[src/rtl/adcSeqPkg.sv]
package adcSeqPkg;

  typedef enum logic [1:0] {
    MODE_ONE   = 2'b00,
    MODE_BURST = 2'b01,
    MODE_PASS  = 2'b10,
    MODE_LOOP  = 2'b11
  } seqMode_e;

  typedef struct packed {
    logic wrEn;
    logic passEnd;
    logic toSlot0;
  } seqStrobe_t;

endpackage

[src/rtl/adcSeqCtrl.sv]
module adcSeqCtrl
  import adcSeqPkg::*;
#(
  parameter int NUM_CH = 20,
  localparam int CH_W = $clog2(NUM_CH)
) (
  input  logic              clk,
  input  logic              rstN,
  input  logic [NUM_CH-1:0] enMask,
  input  logic [1:0]        modeIn,
  input  logic              diffEn,
  input  logic              startSet,
  input  logic              startClr,
  input  logic              convDone,
  output logic              running,
  output logic              convReq,
  output logic [CH_W-1:0]   curCh,
  output logic              diffLat,
  output seqStrobe_t        stb
);

  seqMode_e          modeLat;
  logic [NUM_CH-1:0] maskLat, evenMask, eligLive;
  logic [CH_W-1:0]   firstLive, firstLat, nextCh;
  logic              hasNext, pend;

  always_comb begin
    for (int i = 0; i < NUM_CH; i++) evenMask[i] = ((i % 2) == 0);
  end

  assign eligLive = enMask & (diffEn ? evenMask : {NUM_CH{1'b1}});

  always_comb begin
    firstLive = '0;
    firstLat  = '0;
    nextCh    = '0;
    hasNext   = 1'b0;
    for (int i = NUM_CH - 1; i >= 0; i--) begin
      if (eligLive[i]) firstLive = CH_W'(i);
      if (maskLat[i]) firstLat = CH_W'(i);
      if (maskLat[i] && (i > int'(curCh))) begin
        nextCh  = CH_W'(i);
        hasNext = 1'b1;
      end
    end
  end

  assign stb.wrEn    = convReq & convDone;
  assign stb.toSlot0 = (modeLat == MODE_BURST);
  assign stb.passEnd = stb.wrEn &
                       ((modeLat == MODE_ONE) || (modeLat == MODE_BURST) || !hasNext);

  always_ff @(posedge clk) begin
    if (!rstN) begin
      running <= 1'b0;
      convReq <= 1'b0;
      pend    <= 1'b0;
      curCh   <= '0;
      diffLat <= 1'b0;
      maskLat <= '0;
      modeLat <= MODE_ONE;
    end else if (!running) begin
      if (startSet && (|eligLive)) begin
        running <= 1'b1;
        convReq <= 1'b1;
        modeLat <= seqMode_e'(modeIn);
        diffLat <= diffEn;
        maskLat <= eligLive;
        curCh   <= firstLive;
      end
    end else if (startClr) begin
      running <= 1'b0;
      convReq <= 1'b0;
      pend    <= 1'b0;
    end else if (convReq && convDone) begin
      convReq <= 1'b0;
      case (modeLat)
        MODE_ONE:   running <= 1'b0;
        MODE_BURST: pend <= 1'b1;
        MODE_PASS: begin
          if (hasNext) begin
            curCh <= nextCh;
            pend  <= 1'b1;
          end else begin
            running <= 1'b0;
          end
        end
        default: begin
          curCh <= hasNext ? nextCh : firstLat;
          pend  <= 1'b1;
        end
      endcase
    end else if (pend) begin
      pend    <= 1'b0;
      convReq <= 1'b1;
    end
  end


  req_hold_chk: assert property (@(posedge clk) disable iff (!rstN)
    (convReq && !convDone && !startClr) |=> (convReq && $stable(curCh)));


  req_drop_chk: assert property (@(posedge clk) disable iff (!rstN)
    (convReq && convDone) |=> !convReq);


  diff_even_chk: assert property (@(posedge clk) disable iff (!rstN)
    (convReq && diffLat) |-> !curCh[0]);


  stop_chk: assert property (@(posedge clk) disable iff (!rstN)
    (running && startClr) |=> (!convReq && !running));


  one_shot_chk: assert property (@(posedge clk) disable iff (!rstN)
    (stb.wrEn && modeLat == MODE_ONE) |=> !running);

endmodule

[src/rtl/adcSeqData.sv]
module adcSeqData
  import adcSeqPkg::*;
#(
  parameter int NUM_CH = 20,
  parameter int DATA_W = 12,
  localparam int CH_W = $clog2(NUM_CH)
) (
  input  logic              clk,
  input  logic              rstN,
  input  seqStrobe_t        stb,
  input  logic [CH_W-1:0]   curCh,
  input  logic [DATA_W-1:0] convData,
  input  logic              irqEn,
  input  logic              dmaEn,
  input  logic              rdEn,
  input  logic [CH_W-1:0]   rdIdx,
  output logic [DATA_W-1:0] rdData,
  output logic              rdValid,
  output logic              rdOverrun,
  output logic              eocIrq,
  output logic              dmaReq
);

  logic [DATA_W-1:0] resReg [NUM_CH];
  logic [NUM_CH-1:0] validReg, ovrReg;
  logic [CH_W-1:0]   wrSlot;
  logic              rdInRange;

  assign wrSlot    = stb.toSlot0 ? '0 : curCh;
  assign rdInRange = int'(rdIdx) < NUM_CH;

  always_ff @(posedge clk) begin
    if (!rstN) begin
      validReg <= '0;
      ovrReg   <= '0;
      eocIrq   <= 1'b0;
      dmaReq   <= 1'b0;
      for (int i = 0; i < NUM_CH; i++) resReg[i] <= '0;
    end else begin
      eocIrq <= stb.passEnd & irqEn;
      dmaReq <= stb.wrEn & dmaEn;
      for (int i = 0; i < NUM_CH; i++) begin
        if (stb.wrEn && (int'(wrSlot) == i)) begin
          resReg[i]   <= convData;
          validReg[i] <= 1'b1;
          ovrReg[i]   <= ovrReg[i] | (validReg[i] & ~(rdEn && (int'(rdIdx) == i)));
        end else if (rdEn && (int'(rdIdx) == i)) begin
          validReg[i] <= 1'b0;
          ovrReg[i]   <= 1'b0;
        end
      end
    end
  end

  assign rdData    = rdInRange ? resReg[rdIdx] : '0;
  assign rdValid   = rdInRange ? validReg[rdIdx] : 1'b0;
  assign rdOverrun = rdInRange ? ovrReg[rdIdx] : 1'b0;


  dma_pulse_chk: assert property (@(posedge clk) disable iff (!rstN)
    dmaReq |=> !dmaReq);


  eoc_pulse_chk: assert property (@(posedge clk) disable iff (!rstN)
    eocIrq |=> !eocIrq);


  overrun_set_chk: assert property (@(posedge clk) disable iff (!rstN)
    (stb.wrEn && validReg[wrSlot] && !(rdEn && rdIdx == wrSlot)) |=> ovrReg[$past(wrSlot)]);

endmodule

[src/rtl/adcScanSeq.sv]
module adcScanSeq
  import adcSeqPkg::*;
#(
  parameter int NUM_CH = 20,
  parameter int DATA_W = 12,
  localparam int CH_W = $clog2(NUM_CH)
) (
  input  logic              clk,
  input  logic              rstN,
  input  logic [NUM_CH-1:0] enMask,
  input  logic [1:0]        modeIn,
  input  logic              diffEn,
  input  logic              startSet,
  input  logic              startClr,
  input  logic              irqEn,
  input  logic              dmaEn,
  output logic              startBit,
  output logic              convReq,
  output logic [CH_W-1:0]   convCh,
  output logic [CH_W-1:0]   convNegCh,
  output logic              convDiff,
  input  logic              convDone,
  input  logic [DATA_W-1:0] convData,
  input  logic              rdEn,
  input  logic [CH_W-1:0]   rdIdx,
  output logic [DATA_W-1:0] rdData,
  output logic              rdValid,
  output logic              rdOverrun,
  output logic              eocIrq,
  output logic              dmaReq
);

  seqStrobe_t stb;
  logic       diffLat;

  adcSeqCtrl #(.NUM_CH(NUM_CH)) i_ctrl (
    .clk(clk), .rstN(rstN), .enMask(enMask), .modeIn(modeIn), .diffEn(diffEn),
    .startSet(startSet), .startClr(startClr), .convDone(convDone),
    .running(startBit), .convReq(convReq), .curCh(convCh), .diffLat(diffLat), .stb(stb)
  );

  adcSeqData #(.NUM_CH(NUM_CH), .DATA_W(DATA_W)) i_data (
    .clk(clk), .rstN(rstN), .stb(stb), .curCh(convCh), .convData(convData),
    .irqEn(irqEn), .dmaEn(dmaEn), .rdEn(rdEn), .rdIdx(rdIdx),
    .rdData(rdData), .rdValid(rdValid), .rdOverrun(rdOverrun),
    .eocIrq(eocIrq), .dmaReq(dmaReq)
  );

  assign convDiff  = diffLat;
  assign convNegCh = diffLat ? (convCh | CH_W'(1)) : convCh;

endmodule

[config.mk]
export PLATFORM = sky130hd
export DESIGN_NAME = adcScanSeq
export DESIGN_NICKNAME = d
export VERILOG_FILES = /design/src/rtl/adcSeqPkg.sv /design/src/rtl/adcSeqCtrl.sv /design/src/rtl/adcSeqData.sv /design/src/rtl/adcScanSeq.sv
export SDC_FILE = /design/constraint.sdc
export NUM_CORES = 1
export LEC_CHECK = 0
export BUFFER_PORTS_ARGS = -buffer_cell sky130_fd_sc_hd__buf_2
export CAP_MARGIN = 20
export CORE_UTILIZATION = 50
export DETAILED_ROUTE_END_ITERATION = 16
export HOLD_SLACK_MARGIN = 0.12
export PLACE_DENSITY = 0.7
export RECOVER_POWER = 100
export SLEW_MARGIN = 15
export SYNTH_ARGS = -nofsm -noshare
export SYNTH_HDL_FRONTEND = slang
export SYNTH_SLANG_ARGS = --single-unit
export TNS_END_PERCENT = 50
[constraint.sdc]
create_clock -name clk -period 2.1 [get_ports clk]
set_input_delay 0.105 -clock clk [delete_from_list [all_inputs] [get_ports clk]]
set_output_delay 0.105 -clock clk [all_outputs]
set_load 0.01 [all_outputs]
# Yosys cells after proc, flatten, opt, wreduce, memory -nomap -nowiden
# Memories as Yosys holds them, arrays and structs flattened.
# Index checks and enable logic that the tools add are counted.
dict set report totals {
  word_cells 549
  mem_count 1
  mem_bits_rw 240
  reg_bits 73
}
# name words width rd rd_ports_with_merged_regs write_ports line_no
set mem_list {}
lappend mem_list {i_data.resReg 20 12 1 0 20 adcSeqData.sv:24} ;# logic [DATA_W-1:0] resReg [NUM_CH];
dict set report op_classes {
  reduce_logical 94
  n_lt_le_gt_ge 21
  eq_ne 47
  n_mux 251
  bitwise 86
}
# operator count
set ops {}
lappend ops {{2-to-1 mux 5 bit} 66}
lappend ops {{2-to-1 mux 12 bit} 21}
lappend ops {{2-to-1 mux 1 bit} 158}
lappend ops {{== test 5 bit (second input constant)} 24}
lappend ops {{logical AND 1 bit} 61}
lappend ops {{nonzero test 2 bit} 21}
lappend ops {{== test 5 x 4 -> 1 bit (second input constant)} 8}
lappend ops {{> comparator 4 x 5 -> 1 bit (first input constant)} 8}
lappend ops {{bitwise OR 1 bit} 40}
lappend ops {{bitwise AND 1 bit} 24}
lappend ops {{inverter 1 bit} 21}
lappend ops {{bitwise AND 20 bit} 1}
lappend ops {{== test 5 x 3 -> 1 bit (second input constant)} 4}
lappend ops {{> comparator 3 x 5 -> 1 bit (first input constant)} 4}
lappend ops {{> comparator 5 bit (first input constant)} 4}
lappend ops {{2-to-1 mux 20 bit} 1}
lappend ops {{OR reduction 20 bit} 1}
lappend ops {{binary-select mux 1 bit (select 5 bit)} 2}
lappend ops {{== test 5 x 2 -> 1 bit (second input constant)} 2}
lappend ops {{> comparator 2 x 5 -> 1 bit (first input constant)} 2}
lappend ops {{logical NOT 5 bit} 2}
lappend ops {{one-hot mux 5 bit (2 select lines)} 1}
lappend ops {{< comparator 5 x 6 -> 1 bit (second input constant)} 1}
lappend ops {{!= test 2 bit (second input constant)} 3}
lappend ops {{other kinds (15)} 19}

# Longest topological paths before layout
dict set report depth {
  ltp_word 26
  ltp_mapped 10
  mapped_depth_nobuf 7
}

# By module
# From an unflattened synthesis, not the netlist that was laid out.
dict set report unflattened {
  cells_unflattened 1279
  hier_area_um2 14945.6
}
# module seq_area_each_um2 area_each_um2 instances cells_each
set by_module_without_submodules {}
lappend by_module_without_submodules {adcSeqData 8047.7 12431.9 1 936}
lappend by_module_without_submodules {adcSeqCtrl 620.6 2477.4 1 338}
lappend by_module_without_submodules {adcScanSeq 0.0 36.3 1 5}

# Worst setup path after synthesis
# No wires, ideal clock.
dict set report synth_path {
  path_type {register to register}
  from {reg i_ctrl.curCh[3]}
  to {reg i_ctrl.running}
  required_ps 1985
  path_slack_ps -164
  stages_incl_launch_ff 9
  arrival_ps 2149
  cell_sequence {dfxtp_1 -> buf_6 -> nand2_2 -> a222oi_1 -> o2111ai_2 -> or3_4 -> a211oi_4 -> o21ai_1 -> and2_1}
}
dict set report synth_via {
  elab_chain_len 26
}
# item line_no
set synth_rtl {}
lappend synth_rtl {{start, declared} adcSeqCtrl.sv:17} ;# output logic [CH_W-1:0] curCh,
lappend synth_rtl {{start signal, assigned} adcSeqCtrl.sv:69} ;# curCh <= firstLive;
lappend synth_rtl {{start signal, assigned} adcSeqCtrl.sv:82} ;# curCh <= nextCh;
lappend synth_rtl {{start signal, assigned} adcSeqCtrl.sv:89} ;# curCh <= hasNext ? nextCh : firstLat;
lappend synth_rtl {{> comparator 5 bit} adcSeqCtrl.sv:41} ;# if (maskLat[i] && (i > int'(curCh))) begin
lappend synth_rtl {{logical AND 1 bit} adcSeqCtrl.sv:41}
lappend synth_rtl {{2-to-1 mux 1 bit (18 in series)} adcSeqCtrl.sv:41}
lappend synth_rtl {{2-to-1 mux 1 bit *} adcSeqCtrl.sv:41}
lappend synth_rtl {{2-to-1 mux 1 bit *} adcSeqCtrl.sv:81} ;# if (hasNext) begin
lappend synth_rtl {{one-hot mux 1 bit (2 select lines) *} adcSeqCtrl.sv:77} ;# case (modeLat)
lappend synth_rtl {{2-to-1 mux 1 bit *} adcSeqCtrl.sv:75} ;# end else if (convReq && convDone) begin
lappend synth_rtl {{2-to-1 mux 1 bit *} adcSeqCtrl.sv:71} ;# end else if (startClr) begin
lappend synth_rtl {{2-to-1 mux 1 bit *} adcSeqCtrl.sv:62} ;# end else if (!running) begin
lappend synth_rtl {{end signal, assigned} adcSeqCtrl.sv:64} ;# running <= 1'b1;
lappend synth_rtl {{end signal, assigned} adcSeqCtrl.sv:72} ;# running <= 1'b0;
lappend synth_rtl {{end signal, assigned} adcSeqCtrl.sv:78} ;# MODE_ONE: running <= 1'b0;
lappend synth_rtl {{end, declared} adcSeqCtrl.sv:15} ;# output logic running,
# Every way passes the cells marked *; elsewhere a longest branch is shown, timed or not.
# A chain may end at the register's enable or synchronous reset.

# Worst setup path after layout
dict set report layout_path {
  from {mem i_data.resReg[3][10]}
  to {out rdData[10]}
}
dict set report layout_via {
  elab_chain_len 2
}
# item line_no
set layout_rtl {}
lappend layout_rtl {{start, declared} adcSeqData.sv:24}
lappend layout_rtl {{memory (20 x 12 bit)} --}
lappend layout_rtl {{2-to-1 mux 12 bit} adcSeqData.sv:55} ;# assign rdData = rdInRange ? resReg[rdIdx] : '0;
lappend layout_rtl {{end, declared} adcScanSeq.sv:26} ;# output logic [DATA_W-1:0] rdData,
# Every way passes these cells.

==> flow_summary.toml <==
[drt]
drtIter0Drc = 1114
drc = 0
vias = 10600
firstDrtPassIters = 5
wl_per_cell_um = 21.4
final_antenna_net_count = 0
routed_wl_mm = 39.1
routed_via_density = 5.80

[power]
p_leak_nw = 6.73
clockPowerShare_pct = 42.4
power_mw = 15.2
p_per_area_nw_per_um2 = 835
switching_share_pct = 23.4
ir_drop_mv = 0.567
switchingPower_mw = 3.55
seqPwrFrac_pct = 46.0
comb_power_share_pct = 11.5
power.internal_mw = 11.6

[sta]
hold_viol = 0
max_freq_mhz = 414
slew_violations = 0
slew_headroom_pct = 27.1
grt_setup_unrepaired = "true"
tns_ns = -16.03
layout_setup_ws_ns = -0.316
min_period_ns = 2.42
period_share_pct = 115
tightest_slew_ns = 1.09
fin_skew_ns = 0.0183
finalSetupViolations = 220

[worst_setup_path]
critPathCaptureType = "output port"
timing.rr.start = "i_ctrl.curCh[4]"
arrival_ns = 2.31
critPathKind = "reg2out"
reg2reg_depth = 9
endpoint = "rdData[10]"
cp_max_fo = 1
regToRegSetupSlack_ns = -0.28
required_ns = 2.00
reg2reg_to = "i_ctrl.running"
cp-startpoint = "i_data.resReg[3][10]"
startpoint_type = "register"

[place]
dp_cells = 1715
dpl-instance-area_um2 = 16500
portBuffers = 76
gp_congestion = 0.934
dp_slack_ns = -0.166
hpwl_mm = 26.1

[clock_tree]
clk_latency_ns = 0.52
cts-root-buf = "clkbuf_16"
h-tree-depth = 2
clkSinkCount = 313
cts_tree = "done"
cts_made_buffers = 35
clk_pin_slew_ns = 0.06
cts_max_path_buffers = 3

[synthesis]
synth_area_um2 = 14800
synth_compound_area_share_pct = 8.10
syn_inst = 1213
syn_avg_cell_area_um2 = 12.2
yosys_warnings = 0
synth_fp_nets = 1261
yosysSeqAreaShare_pct = 58.7
yosys.area_share.simple_pct = 15.5
synthDistinctLibCells = 71
muxShareOfSynthArea_pct = 13.8
synth_top_family_by_area = "simple AND/OR/NAND/NOR gates"
synth_xor_area_share_pct = 0
synth_edf_count = 240
synth_ff_type = "edfxtp_1"
synth-seq-cells = 313
async_reset_ff_share_pct = 0
synth-adder-area-share_pct = 0

[hold_path]
hold_class = "in2reg"

[outcome]
status = "complete, but fails checks"
violations = "setup timing"

[floorplanning]
die_h_um = 174
pin_count = 77
num_rows = 62
core_area_um2 = 28900
start_util_pct = 51.1
die_width_um = 174
die_area_um2 = 30200

[global_routing]
grt_first_pass_wirelength_mm = 60.2
grt_pass1_vias = 10900
antenna_found_initial = 0
gr-usage-all-layers_pct = 26.1
grt_max_degree = 100
gr-total-overflow = 0

[cells_and_area]
fin_nets = 1461
stdcell_count = 1824
syn_to_final_growth_pct = 23.2
fin_area_um2 = 18200
drive_above_1_share_pct = 25.6
diodes = 0
fill_cells = 2152

[job]
drv_cap = 0
[flip-flops by register name (all words and copies together), names as in the netlist, 2 cells and up]
name	cells
i_ctrl.curCh	5
i_ctrl.maskLat	20
i_ctrl.modeLat	2
i_data.ovrReg	20
i_data.resReg	240
i_data.validReg	20
[area by class of cell]
class,count,area [um^2],share of cell area [%]
Tap cell,384,480,2.64
Timing Repair Buffer,250,2060,11.3
Sequential cell,313,8680,47.8
Clock inverter,23,293,1.61
Inverter,32,120,0.661
Multi-Input combinational cell,781,5610,30.9
Clock buffer,41,930,5.11
[layer usage]
| metal | wire [um] | vias to the layer above | track usage [%] |
|---|---|---|---|
| li1 | - | 4840 | - |
| met1 | 14700 | 5252 | 31.2 |
| met2 | 20800 | 413 | 48.1 |
| met3 | 2270 | 82 | 3.33 |
| met4 | 1250 | 0 | 9.25 |
| met5 | 0 | - | 0 |
[kinds of logic after synthesis]
kind of cell | after synthesis
buffers and inverters | 119
DFF | 313
AOI/OAI and AO/OA | 170
and+or+nand+nor | 512
muxes | 99
[per-stage QoR]
stage / hold WS, ns / utilization, %
5_1_grt: 0.181 / 63.0
6_report: 0.152 / 63.0
3_5_place_dp: 0.371 / 57.3
3_3_place_gp: 0.364 / 57.3
2_1_floorplan: 0.249 / -
4_1_cts: 0.122 / 62.9
[synth_stat cells, drive strengths merged, types with 3 or more instances]
| cell type | n | area (um^2) |
|---|---|---|
| nor3 | 10 | 50.1 |
| dfxtp | 73 | 1460 |
| mux4 | 84 | 1890 |
| a21boi | 24 | 180 |
| a31oi | 8 | 50.1 |
| mux2i | 15 | 150 |
| nand4 | 8 | 50.1 |
| nor2b | 50 | 313 |
| nand2b | 14 | 87.6 |
| or3 | 4 | 31.3 |
| inv | 32 | 120 |
| o311ai | 3 | 26.3 |
| and3 | 3 | 20.0 |
| or2 | 3 | 18.8 |
| buf | 27 | 183 |
| and2 | 6 | 37.5 |
| a21oi | 35 | 175 |
| a211oi | 6 | 57.6 |
| edfxtp | 240 | 7210 |
| and2b | 3 | 25.0 |
| nor2 | 277 | 1040 |
| nor3b | 4 | 30.0 |
| a22o | 14 | 123 |
| o21ai | 37 | 189 |
| o21bai | 3 | 22.5 |
| nand3 | 32 | 160 |
| a32oi | 3 | 33.8 |
| clkbuf | 60 | 255 |
| o31ai | 3 | 22.5 |
| o211ai | 7 | 52.6 |
| nand2 | 82 | 310 |
| o21ba | 3 | 30.0 |
| nor4 | 8 | 50.1 |
[worst max-delay path: stages (launching register included)]
cell and delay [ns]:
edfxtp_1 0.40, mux4_2 0.52, mux4_2 0.52, a22o_1 0.22
buf_2 0.13
[how the worst min path moves through the flow]
stage	startpoint	endpoint	slack, ns	cells after the start
2_1_floorplan	irqEn	i_data.eocIrq	0.25	2
3_3_place_gp	modeIn[1]	i_ctrl.modeLat[1]	0.36	3
3_5_place_dp	modeIn[1]	i_ctrl.modeLat[1]	0.37	3
4_1_cts	convData[8]	i_data.resReg[18][8]	0.12	4
5_1_grt	convDone	i_ctrl.pend	0.18	4
6_report	convDone	i_ctrl.pend	0.15	4
[power by group through the flow]
stage / logic, mW / registers (mW) / clock network, mW
2_1_floorplan: 0.969 / 7.08 / 0
3_3_place_gp: 1.62 / 7.09 / 0
3_5_place_dp: 1.64 / 7.11 / 0
4_1_cts: 1.72 / 6.98 / 6.50
5_1_grt: 1.87 / 7.00 / 6.72
6_report: 1.75 / 6.98 / 6.44
[cell usage in the layout, fill, tap and decap left out, drive strengths merged, types with 32 or more instances in the layout]
cell	instances
nor2	277
edfxtp	240
buf	181
mux4	84
nand2	82
clkbuf	75
dfxtp	73
nor2b	50
o21ai	37
dlygate4sd3	35
a21oi	35
inv	33
nand3	32
[timing repair]
action,CTS,global route
buffers inserted,0,9
cloned,0,1
pin swaps,22,16
setup endpoints to repair,21,47
gates resized for setup,10,21
hold buffers,35,0
hold endpoints to repair,37,0
Power figures use the tool's default switching activity.
